[src/rtl/hb_pkg.sv]
`timescale 1ns/1ps
package hb_pkg;
  typedef enum logic [1:0] {
    REQ_NONE = 2'd0,
    REQ_LO   = 2'd1,
    REQ_HI   = 2'd2
  } req_t;
endpackage

[src/rtl/hb_input_sync.sv]
`timescale 1ns/1ps
module hb_input_sync #(
  parameter int               STAGES  = 2,
  parameter int               W       = 5,
  parameter logic [W-1:0]     RST_VAL = '0
) (
  input  logic         clk,
  input  logic         rst,
  input  logic [W-1:0] d,
  output logic [W-1:0] q
);
  generate
    if (STAGES == 0) begin : g_bypass
      assign q = d;
    end else begin : g_chain
      logic [W-1:0] stg [STAGES];
      for (genvar i = 0; i < STAGES; i++) begin : g_stage
        always_ff @(posedge clk) begin
          if (rst) stg[i] <= RST_VAL;
          else if (i == 0) stg[i] <= d;
          else stg[i] <= stg[(i == 0) ? 0 : i-1];
        end
      end
      assign q = stg[STAGES-1];
    end
  endgenerate
endmodule

[src/rtl/hb_req_decode.sv]
`timescale 1ns/1ps
module hb_req_decode
  import hb_pkg::*;
(
  input  logic lo_cmd_n,
  input  logic hi_cmd,
  input  logic halt_n,
  input  logic lo_supply_ok,
  input  logic hi_supply_ok,
  output req_t req
);
  logic want_lo, want_hi, allowed;

  always_comb begin
    want_lo = !lo_cmd_n;
    want_hi = hi_cmd;
    allowed = halt_n && lo_supply_ok;
    req     = REQ_NONE;
    if (allowed) begin
      if (want_lo && !want_hi)                     req = REQ_LO;
      else if (want_hi && !want_lo && hi_supply_ok) req = REQ_HI;
    end
  end
endmodule

[src/rtl/hb_dead_timer.sv]
`timescale 1ns/1ps
module hb_dead_timer
  import hb_pkg::*;
#(
  parameter int DEAD_W = 16
) (
  input  logic              clk,
  input  logic              rst,
  input  logic [DEAD_W-1:0] dead_cycles,
  input  req_t              req,
  output logic              lo_gate,
  output logic              hi_gate
);
  localparam int CNT_W = DEAD_W + 1;

  req_t             req_q;
  logic [CNT_W-1:0] cnt, cnt_nx;
  logic             arm;

  always_comb begin
    arm = (req != req_q) && (req_q != REQ_NONE);
    if (arm)            cnt_nx = {1'b0, dead_cycles} + CNT_W'(1);
    else if (cnt != '0) cnt_nx = cnt - CNT_W'(1);
    else                cnt_nx = '0;
  end

  always_ff @(posedge clk) begin
    if (rst) begin
      req_q   <= REQ_NONE;
      cnt     <= '0;
      lo_gate <= 1'b0;
      hi_gate <= 1'b0;
    end else begin
      req_q   <= req;
      cnt     <= cnt_nx;
      lo_gate <= (req == REQ_LO) && (cnt_nx == '0);
      hi_gate <= (req == REQ_HI) && (cnt_nx == '0);
    end
  end
endmodule

[src/rtl/hb_gate_sequencer.sv]
`timescale 1ns/1ps
module hb_gate_sequencer
  import hb_pkg::*;
#(
  parameter int DEAD_W      = 16,
  parameter int SYNC_STAGES = 2
) (
  input  logic              clk,
  input  logic              rst,
  input  logic [DEAD_W-1:0] dead_cycles,
  input  logic              lo_cmd_n,
  input  logic              hi_cmd,
  input  logic              halt_n,
  input  logic              lo_supply_ok,
  input  logic              hi_supply_ok,
  output logic              lo_gate,
  output logic              hi_gate
);
  localparam int          NIN      = 5;
  localparam logic [NIN-1:0] SAFE_VAL = 5'b0_0_0_1_0;

  logic [NIN-1:0] raw, syn;
  req_t           req;

  assign raw = {halt_n, lo_supply_ok, hi_supply_ok, lo_cmd_n, hi_cmd};

  hb_input_sync #(.STAGES(SYNC_STAGES), .W(NIN), .RST_VAL(SAFE_VAL)) u_sync (
    .clk(clk), .rst(rst), .d(raw), .q(syn)
  );

  hb_req_decode u_dec (
    .halt_n(syn[4]), .lo_supply_ok(syn[3]), .hi_supply_ok(syn[2]),
    .lo_cmd_n(syn[1]), .hi_cmd(syn[0]), .req(req)
  );

  hb_dead_timer #(.DEAD_W(DEAD_W)) u_timer (
    .clk(clk), .rst(rst), .dead_cycles(dead_cycles), .req(req),
    .lo_gate(lo_gate), .hi_gate(hi_gate)
  );
endmodule

[config.mk]
export PLATFORM = sky130hd
export DESIGN_NAME = hb_gate_sequencer
export DESIGN_NICKNAME = d
export VERILOG_FILES = /design/src/rtl/hb_pkg.sv /design/src/rtl/hb_input_sync.sv /design/src/rtl/hb_req_decode.sv /design/src/rtl/hb_dead_timer.sv /design/src/rtl/hb_gate_sequencer.sv
export SDC_FILE = /design/constraint.sdc
export NUM_CORES = 1
export LEC_CHECK = 0
export ABC_CLOCK_PERIOD_IN_PS = 3400
export BUFFER_PORTS_ARGS = -buffer_cell sky130_fd_sc_hd__buf_2
export CORE_MARGIN = 5
export CORE_UTILIZATION = 61
export DETAILED_ROUTE_END_ITERATION = 12
export PLACE_DENSITY_LB_ADDON = 0.05
export SYNTH_ARGS = -nofsm -noshare
export SYNTH_HDL_FRONTEND = slang
export SYNTH_SLANG_ARGS = --single-unit
[constraint.sdc]
create_clock -name clk -period 3.4 [get_ports clk]
set_input_delay 0.34 -clock clk [delete_from_list [all_inputs] [get_ports clk]]
set_output_delay 0.34 -clock clk [all_outputs]
set_load 0.02 [all_outputs]
==> results.json <==
{
  "synth_edf_count": 0,
  "ys_top_cells_by_area": "dfxtp_1 34%, nor2_1 5.6%, xnor2_1 5.3%",
  "clock-sinks": 31,
  "final.setup.tns_ps": 0,
  "gp_congestion": 0.935,
  "antenna_found_initial": 0,
  "grt_remaining_overflow": 0,
  "cap_violations": 0,
  "async_reset_ff_share_pct": 0,
  "worstPathMaxFanout": 6,
  "htree_levels": 2,
  "io_pins": 25,
  "cts_tree": "built",
  "drt_first_pass_iters": 5,
  "ir_worst_vdd_v": 0.000360,
  "netSwitchingPower_uw": 647,
  "fin_crit_sh_pct": 77.6,
  "grt_setup_unrepaired": "false",
  "rows": 19,
  "path_class": "reg -> reg",
  "antennaDiodeCount": 0,
  "routed_wl_um": 4280,
  "dp_hpwl_um": 3350,
  "dp.cells": 264,
  "postCtsHoldBufs": 0,
  "critPathMaxStageDelay_ps": 480,
  "timing.fmax_ghz": 0.379,
  "max_slew.worst_pin.slew_ps": 873,
  "synth_area_um2": 1820,
  "path_buf_inv": 1,
  "insertion_delay_ps": 330,
  "area_growth_syn_to_layout_pct": 11.6,
  "critPathTopFamily": "simple AND/OR/NAND/NOR gates",
  "ys.warnings.count": 0,
  "postRouteAntennaNets": 0,
  "cp.arrival_ps": 2890,
  "post-cts-setup-buffer-count": 0,
  "grt_max_degree": 30,
  "power_leakage_uw": 0.000794,
  "ys_seq_area_share_pct": 34.1,
  "post-route-drc-count": 0,
  "wl_per_cell_um": 15.7,
  "clk_path_buf_depth": 2,
  "yosysTopAreaCellShare_pct": 34.1,
  "die_area_um2": 4170,
  "cp-start-kind": "flop",
  "p_per_area_nw_per_um2": 795,
  "port_buffers": 24,
  "post_cts_resized": 0,
  "drt-initial-drc-count": 225,
  "initial_utilization_pct": 64.8,
  "coreArea_um2": 2810,
  "p_total_uw": 1610,
  "grt_pass1_wl_um": 7610,
  "seqPwrFrac_pct": 32.2,
  "hold_viol": 0,
  "finalClockSkew_ps": 14.4,
  "crit_path_frequent_cell": "nor4b_2",
  "worstHoldPathType": "in -> reg",
  "period_needed_ps": 2640,
  "drv_slew": 0,
  "fin_cells": 272,
  "path_cells": "inv_1, ha_1, nor4b_2, nand4_2, or3_4, a31oi_1, o2111ai_1, nor4b_2",
  "setup_viol": 0,
  "slowest_stage": "nor4b_2",
  "fp.dieH_um": 64.6,
  "power_frac_comb_pct": 49.5,
  "numCtsBuffers": 5,
  "grt.total_usage_pct": 22.8,
  "drive_above_1_share_pct": 19.1,
  "end_kind": "flop",
  "clk_transition_reported_paths_ps": 90,
  "synth_seq_cells": 31,
  "syn_nets": 241,
  "grt_pass1_vias": 1688,
  "synth_most_common_cell": "dfxtp_1",
  "relSlewSlack_pct": 41.6,
  "worstPathRequired_ps": 3650,
  "status": "finished clean",
  "syn_area_per_cell_um2": 8.42,
  "internal_power_uw": 967,
  "vias": 1749,
  "via_per_inst": 6.43,
  "die_w_um": 64.6,
  "synth_ff_type": "dfxtp_1",
  "synth_cell_types": 52,
  "final_nets": 265,
  "swShare_pct": 40.1,
  "synth_cells": 216,
  "yosys.area.top_type": "dfxtp_1",
  "pwr-share-clk_pct": 18.3,
  "synth_common_cells": "31 x dfxtp_1, 27 x nor2_1, 11 x xnor2_1, 9 x nor3_1",
  "cts-root-buf": "clkbuf_4"
}
cell usage in the layout, fill, tap and decap left out, types with 3 or more instances in the layout:
cell and count:
buf_2 24, o21ai_0 4, clkbuf_4 5, or2_2 4, nand2_1 8, a31oi_1 5
nor2_1 27, nand4_1 4, or3_1 6, or4_1 3, a21oi_1 8, a22oi_1 5
nor2b_1 8, xor2_1 7, inv_1 8, nand3_1 6, xnor2_1 11, o31a_1 3
nor4_1 8, nor3_1 9, and3_1 3, dfxtp_1 31
flip-flops by register name, summed over array words and instances (netlist names):
signal,count
u_sync.g_chain.stg,10
u_timer.cnt,17
u_timer.hi_gate,1
u_timer.lo_gate,1
u_timer.req_q,2
cell families after synthesis:
family | after synthesis | synth area share (%)
xor+xnor | 18 | 8.67
flops | 31 | 34.1
mux | 2 | 1.17
fa+ha+maj | 2 | 1.38
buf+inv | 15 | 3.51
simple gates | 106 | 34.7
compound gates | 42 | 16.5
routing by layer:
layer  share of wire (%)  track usage, %
met1                  43            30.6
met2                  46            35.7
met3                 8.6            5.70
met4                 2.7            8.44
met5                   0               0
worst paths after layout:
| path | startpoint | endpoint | slack [ps] | depth (start not counted) |
|---|---|---|---|---|
| setup / recovery | u_timer.cnt[0] | u_timer.hi_gate | 760 | 8 |
| hold / removal | lo_cmd_n | u_sync.g_chain.stg[0][1] | 190 | 2 |
| setup reg to reg | u_timer.cnt[0] | u_timer.hi_gate | 760 | 8 |
| hold reg to reg | u_sync.g_chain.stg[0][1] | u_sync.g_chain.stg[1][1] | 420 | 1 |
final cells by class:
type,count,area [µm²]
Multi-Input combinational cell,170,1130
Fill cell,227,776
Sequential cell,31,621
Timing Repair Buffer,24,120
Clock buffer,6,51.3
Tap cell,31,38.8
Clock inverter,2,35.0
Inverter,8,30.0
power by group through the flow:
stage	Sequential, µW	Clock, µW	Combinational [µW]
2_1_floorplan	500	0	652
3_3_place_gp	519	0	755
6_report	520	296	798
3_5_place_dp	524	0	777
5_1_grt	530	320	891
4_1_cts	517	302	784
stage by stage:
| step | utilization [%] | area [µm²] | setup slack (ps) | hold WS, ps |
|---|---|---|---|---|
| after detailed placement | 69.3 | 1940 | 816 | 405 |
| final | 72.3 | 2030 | 761 | 187 |
| after global routing | 72.3 | 2030 | 472 | 164 |
| after CTS | 72.3 | 2030 | 790 | 176 |
| after global placement | 69.3 | 1940 | 1000 | 399 |
| after floorplan | - | 1820 | 1130 | 389 |
(Power assumes the default switching activity.)
